==> src/rtl/vtg_pkg.sv <==
package vtg_pkg;
  localparam int unsigned LFSR_W = 16;
  localparam logic [LFSR_W-1:0] LFSR_SEED = '1;
  // feedback taps at bits 15, 4, 2, 1
  localparam logic [LFSR_W-1:0] LFSR_TAPS = 16'h8016;
  localparam int unsigned N_FLAGS = 4;

  typedef logic [LFSR_W-1:0] lfsr_t;

  typedef struct packed {
    lfsr_t set_st;
    lfsr_t clr_st;
  } vtg_window_t;

  function automatic lfsr_t lfsr_next(input lfsr_t s);
    return {s[LFSR_W-2:0], ^(s & LFSR_TAPS)};
  endfunction
endpackage

==> src/rtl/vtg_lfsr_ctr.sv <==
module vtg_lfsr_ctr
  import vtg_pkg::*;
(
  input  logic  clk_i,
  input  logic  rst_ni,
  input  logic  step_i,
  input  lfsr_t end_st_i,
  output lfsr_t state_o,
  output logic  wrap_o
);
  lfsr_t state_q;

  assign wrap_o  = step_i && (state_q == end_st_i);
  assign state_o = state_q;

  always_ff @(posedge clk_i or negedge rst_ni) begin
    if (!rst_ni)     state_q <= LFSR_SEED;
    else if (wrap_o) state_q <= LFSR_SEED;
    else if (step_i) state_q <= lfsr_next(state_q);
  end

  // a seeded LFSR of this form can never reach the all-zero lock-up state
  p_never_zero_r2: assert property (@(posedge clk_i) disable iff (!rst_ni)
    state_q != '0);

  p_hold_idle_r8: assert property (@(posedge clk_i) disable iff (!rst_ni)
    !step_i |=> $stable(state_q));
endmodule

==> src/rtl/vtg_window_flag.sv <==
module vtg_window_flag
  import vtg_pkg::*;
(
  input  logic        clk_i,
  input  logic        rst_ni,
  input  logic        upd_i,
  input  lfsr_t       pos_i,
  input  vtg_window_t win_i,
  output logic        flag_o
);
  logic flag_q;
  logic hit_set, hit_clr;

  assign hit_set = upd_i && (pos_i == win_i.set_st);
  assign hit_clr = upd_i && (pos_i == win_i.clr_st);

  always_ff @(posedge clk_i or negedge rst_ni) begin
    if (!rst_ni)      flag_q <= 1'b0;
    else if (hit_set) flag_q <= 1'b1;
    else if (hit_clr) flag_q <= 1'b0;
  end

  assign flag_o = flag_q;

  p_rise_on_match_r5: assert property (@(posedge clk_i) disable iff (!rst_ni)
    $rose(flag_q) |-> ($past(pos_i) == $past(win_i.set_st)));

  p_frozen_idle_r8: assert property (@(posedge clk_i) disable iff (!rst_ni)
    !upd_i |=> $stable(flag_q));
endmodule

==> src/rtl/vtg_lfsr_timing.sv <==
module vtg_lfsr_timing
  import vtg_pkg::*;
(
  input  logic              clk_i,
  input  logic              rst_ni,
  input  logic              en_i,
  input  logic              blank_pd_i,
  input  logic [LFSR_W-1:0] h_end_i,
  input  logic [LFSR_W-1:0] h_sync_on_i,
  input  logic [LFSR_W-1:0] h_sync_off_i,
  input  logic [LFSR_W-1:0] h_act_on_i,
  input  logic [LFSR_W-1:0] h_act_off_i,
  input  logic [LFSR_W-1:0] v_end_i,
  input  logic [LFSR_W-1:0] v_sync_on_i,
  input  logic [LFSR_W-1:0] v_sync_off_i,
  input  logic [LFSR_W-1:0] v_act_on_i,
  input  logic [LFSR_W-1:0] v_act_off_i,
  output logic              hsync_o,
  output logic              vsync_o,
  output logic              de_o,
  output logic              line_start_o,
  output logic              frame_start_o
);
  // flag slots: 0 hsync, 1 h-active (horizontal), 2 vsync, 3 v-active (vertical)
  localparam int unsigned F_HS = 0;
  localparam int unsigned F_HA = 1;
  localparam int unsigned F_VS = 2;
  localparam int unsigned F_VA = 3;
  localparam int unsigned N_H  = 2;

  lfsr_t       h_pos, v_pos;
  logic        h_wrap, v_wrap;
  vtg_window_t win [N_FLAGS];
  logic [N_FLAGS-1:0] flag;
  logic        ls_q, fs_q;

  vtg_lfsr_ctr u_h_ctr (
    .clk_i    (clk_i),
    .rst_ni   (rst_ni),
    .step_i   (en_i),
    .end_st_i (h_end_i),
    .state_o  (h_pos),
    .wrap_o   (h_wrap)
  );

  vtg_lfsr_ctr u_v_ctr (
    .clk_i    (clk_i),
    .rst_ni   (rst_ni),
    .step_i   (h_wrap),
    .end_st_i (v_end_i),
    .state_o  (v_pos),
    .wrap_o   (v_wrap)
  );

  assign win[F_HS] = '{set_st: h_sync_on_i, clr_st: h_sync_off_i};
  assign win[F_HA] = '{set_st: h_act_on_i,  clr_st: h_act_off_i};
  assign win[F_VS] = '{set_st: v_sync_on_i, clr_st: v_sync_off_i};
  assign win[F_VA] = '{set_st: v_act_on_i,  clr_st: v_act_off_i};

  for (genvar g = 0; g < N_FLAGS; g++) begin : g_flag
    lfsr_t pos_sel;
    if (g < N_H) begin : g_h
      assign pos_sel = h_pos;
    end else begin : g_v
      assign pos_sel = v_pos;
    end
    vtg_window_flag u_flag (
      .clk_i  (clk_i),
      .rst_ni (rst_ni),
      .upd_i  (en_i),
      .pos_i  (pos_sel),
      .win_i  (win[g]),
      .flag_o (flag[g])
    );
  end

  always_ff @(posedge clk_i or negedge rst_ni) begin
    if (!rst_ni) begin
      ls_q <= 1'b0;
      fs_q <= 1'b0;
    end else begin
      ls_q <= h_wrap;
      fs_q <= v_wrap;
    end
  end

  assign line_start_o  = ls_q;
  assign frame_start_o = fs_q;
  assign hsync_o = flag[F_HS] & ~blank_pd_i;
  assign vsync_o = flag[F_VS] & ~blank_pd_i;
  assign de_o    = flag[F_HA] & flag[F_VA] & ~blank_pd_i;

  p_frame_in_line_r4: assert property (@(posedge clk_i) disable iff (!rst_ni)
    frame_start_o |-> line_start_o);

  p_v_moves_at_line_r4: assert property (@(posedge clk_i) disable iff (!rst_ni)
    !$stable(v_pos) |-> line_start_o);

  p_pd_quiet_r9: assert property (@(posedge clk_i) disable iff (!rst_ni)
    blank_pd_i |-> !(hsync_o || vsync_o || de_o));
endmodule

==> config.mk <==
export PLATFORM = sky130hd
export DESIGN_NAME = vtg_lfsr_timing
export DESIGN_NICKNAME = d
export VERILOG_FILES = /design/src/rtl/vtg_pkg.sv /design/src/rtl/vtg_lfsr_ctr.sv /design/src/rtl/vtg_window_flag.sv /design/src/rtl/vtg_lfsr_timing.sv
export SDC_FILE = /design/constraint.sdc
export NUM_CORES = 1
export LEC_CHECK = 0
export ABC_AREA = 1
export CORE_ASPECT_RATIO = 0.7
export CORE_UTILIZATION = 25
export CTS_BUF_LIST = sky130_fd_sc_hd__clkbuf_4 sky130_fd_sc_hd__clkbuf_8
export CTS_CLUSTER_DIAMETER = 30
export DETAILED_ROUTE_END_ITERATION = 10
export GPL_TIMING_DRIVEN = 0
export PLACE_DENSITY = 0.55
export SLEW_MARGIN = 10
export SYNTH_ARGS = -nofsm -noshare
export SYNTH_HDL_FRONTEND = slang
export SYNTH_SLANG_ARGS = --single-unit
export TNS_END_PERCENT = 100
==> constraint.sdc <==
create_clock -name clk_i -period 5.2 [get_ports clk_i]
set_clock_uncertainty 0.1 [all_clocks]
set_input_delay 0.52 -clock clk_i [delete_from_list [all_inputs] [get_ports clk_i]]
set_output_delay 0.52 -clock clk_i [all_outputs]
set_load 0.01 [all_outputs]
==> summary.txt <==
CTS
  – H-tree Lvls: 2
  – Total CTS buffers: 5
  – Clock transition at path regs: 0.08 ns
  – Clk Latency, worst-skew pair: 0.30 ns
  – CTS root buf: clkbuf_8
  – CTS tree: built
  – # Post-CTS Setup Buffers: 0
  – Clock sinks: 38
  – Post_cts resized: 0
  – CTS Hold Bufs: 1
  – CTS Buffer Depth: 2

STA
  – Max_slew headroom: 58.5%
  – Fin Setup TNS: 0 ns
  – Fin. Hold Viols: 0
  – Final min period: 2.38 ns
  – RSZ-0062 raised after global routing: false
  – Period utilisation layout: 45.8%
  – Max Clock Freq: 0.420 GHz
  – Slew @ Worst Pin: 0.622 ns
  – Endpoints failing setup: 0
  – Final hold slack: 0.390 ns
  – Pins over their slew limit: 0

Placement
  – DP Wirelength: 12.8 mm
  – IO buf count: 167
  – Inst Count DP: 1065
  – Routability cong.: 0.860
  – Dpl cell area: 6220 µm²

Final layout
  – Syn-to-layout area delta: 48.7%
  – Commonest non-fill, non-tap cell in the layout: nand2_1
  – Final std cells w/o fill: 1074
  – Fin nets: 1012
  – Fin area: 6330 µm²
  – Most frequent cells in the layout: nand2_1 (169), clkdlybuf4s50_1 (166), nor2_1 (108), inv_1 (61), nand4_1 (43)
  – Sequential Area: 991 µm²
  – Fill cell count: 1778
  – N_diodes: 0
  – Area of the multi-input gates: 2800 µm²
  – Share of layout cells above drive strength 1: 15.9%

Critical path
  – WP data required: 5.34 ns
  – CP max-delay cell: dfstp_2
  – Crit end category: flip-flop
  – CP dominant cell by count: nor2_1
  – Startpoint types: flip-flop
  – Crit-path max FO: 10
  – CP arrival: 2.52 ns
  – Critical path type: reg2reg
  – CP Cell Sequence: clkbuf_1 -> xnor2_1 -> nand3_1 -> nor2_1 -> nand2_1 -> nor2_1 -> nand2_2 -> buf_6 -> nand3_2
  – Crit path largest cell delay: 0.52 ns
  – Worst Path Buf+Inv: 2
  – Family with the most delay on the worst path: simple AND/OR/NAND/NOR gates

Detailed routing
  – Post-route antenna net violation count: 0
  – Drt drc: 0
  – Avg Vias per Cell: 4.36
  – Avg WL per Cell: 14.5 µm
  – Post-Route WL: 15.6 mm
  – Drt first-iter violations: 270
  – Drt pass-1 iters: 5
  – Vias post-DR: 4685

Die
  – Die height: 111 µm
  – Row cnt: 39
  – Initial Utilization: 25.8%
  – Die ar.: 17500 µm²
  – Die W: 158 µm
  – Num ports: 169
  – Area of the core: 16500 µm²

Global route
  – Vias in the first global route: 4462
  – Gr usage total: 18.1%
  – Largest net degree at the start of global routing: 32
  – Initial antenna violation count: 1
  – First-pass GRT wire length: 24.3 mm
  – Overflow after GRT: 0

Yosys
  – Post-synthesis mux area share: 0%
  – Xor/xnor share of the synthesized area: 14.8%
  – Synth Area in Compound Gates: 7.41%
  – Cell accounting for the most synthesized area: dfstp_2
  – Netlist cell types: 31
  – Largest family of logic cells by synthesized area: simple AND/OR/NAND/NOR gates
  – FF+latch count, synth: 38
  – Post-synth top area share: 19.8%
  – Synth Net Count: 836
  – Yosys warns: 0
  – Syn Inst Count: 672
  – Synth Cell Area: 4250 µm²
  – Ranking of synthesized cells by area: dfstp_2 (20%), nand2_1 (15%), nor2_1 (9.5%), xnor2_1 (8.6%), nand4_1 (6.3%)
  – Simple-Gate Fraction of Synth Area: 43.7%
  – Post-Synth Adder-Cell Area: 0%
  – Seq/Total Area, Yosys: 23.3%
  – Mapped Avg Cell Area: 6.33 µm²

Power
  – Max VDD drop: 0.102 mV
  – Power per cell area: 192 nW/µm²
  – Lkg Pwr: 2.83 nW

Job
  – Max-cap viol count: 0

Run status
  – Status: finished clean

Min path
  – Hold Crit Class: reg2reg
path summary, 6_finish.rpt:
check / cells after the start / from / to / slack, ns
max: 9 / u_v_ctr.state_o[14] / u_v_ctr.state_o[12] / 2.82
min: 2 / g_flag[3].u_flag.flag_o / g_flag[3].u_flag.flag_o / 0.39
min in group asynchronous: 2 / rst_ni / frame_start_o / 0.52
min reg2reg: 2 / g_flag[3].u_flag.flag_o / g_flag[3].u_flag.flag_o / 0.39
max in group asynchronous: 3 / rst_ni / u_v_ctr.state_o[9] / 3.98
max reg2reg: 9 / u_v_ctr.state_o[14] / u_v_ctr.state_o[12] / 2.82
report_power, final:
part | internal, mW | switching [mW] | leakage (nW)
sequential | 0.350 | 0.0348 | 0.417
clock | 0.107 | 0.115 | 0.0472
combinational | 0.293 | 0.318 | 2.37
total | 0.750 | 0.467 | 2.83
logic make-up (layout without fill, tap and decap cells):
kind of cell,count (synthesis),after routing
AND/OR/NAND/NOR,401,401
buffers and inverters,109,286
XOR/XNOR,72,72
AO/OA/AOI/OAI,52,52
flip-flops,38,38
flip-flops by register name (all words and copies together), names as in the netlist:
register,cells
g_flag.u_flag.flag_o,4
u_v_ctr.state_o,16
frame_start_o,1
line_start_o,1
u_h_ctr.state_o,16
layout make-up:
type                       instances  share of cell area (%)
tap                              225                    4.45
sequential                        38                    15.7
buffer                            30                    2.57
clock inverter                     2                   0.198
inverter                          79                    4.69
multi-input combinational        525                    44.3
timing repair buffer             169                    26.8
clock buffer                       6                    1.31
worst reg2reg max path, stage by stage (launching register included):
cell and delay (ns):
dfstp_2 0.52, clkbuf_1 0.48, xnor2_1 0.19, nand3_1 0.09
nor2_1 0.13, nand2_1 0.13, nor2_1 0.24, nand2_2 0.17
buf_6 0.20, nand3_2 0.07
cell usage after synthesis:
master / n
nand2_1: 169
nor2_1: 108
inv_1: 61
nand4_1: 43
xnor2_1: 42
dfstp_2: 32
xor2_1: 30
o21ai_0: 26
nand3_1: 24
inv_2: 18
or2_2: 17
buf_2: 16
nand3_2: 12
nor3_1: 11
a21oi_2: 10
a21oi_1: 8
clkbuf_1: 7
buf_4: 6
dfrtp_1: 6
nand2_2: 5
o22ai_1: 5
nor2_2: 4
nor2_8: 2
o221ai_1: 2
or2_0: 2
buf_6: 1
nand2b_1: 1
nand4_2: 1
nor2_4: 1
nor3b_1: 1
o2111ai_1: 1
per-layer routing:
metal | global-route usage, % | part of all wire, % | vias to the layer above
li1 | - | - | 2473
met1 | 27.6 | 52 | 2107
met2 | 26.7 | 42 | 101
met3 | 3.21 | 5.7 | 4
met4 | 2.33 | 0.48 | 0
met5 | 0 | 0 | -
through the flow:
step / power, mW / setup WS (ns) / util [%]
floorplan: 0.756 / 3.44 / -
global placement: 0.996 / 2.50 / 37.6
detailed placement: 1.00 / 2.81 / 37.7
CTS: 1.23 / 2.78 / 38.4
global route: 1.32 / 2.63 / 38.4
finish: 1.22 / 2.82 / 38.4
Note: power is estimated with default switching activity, not from simulation.
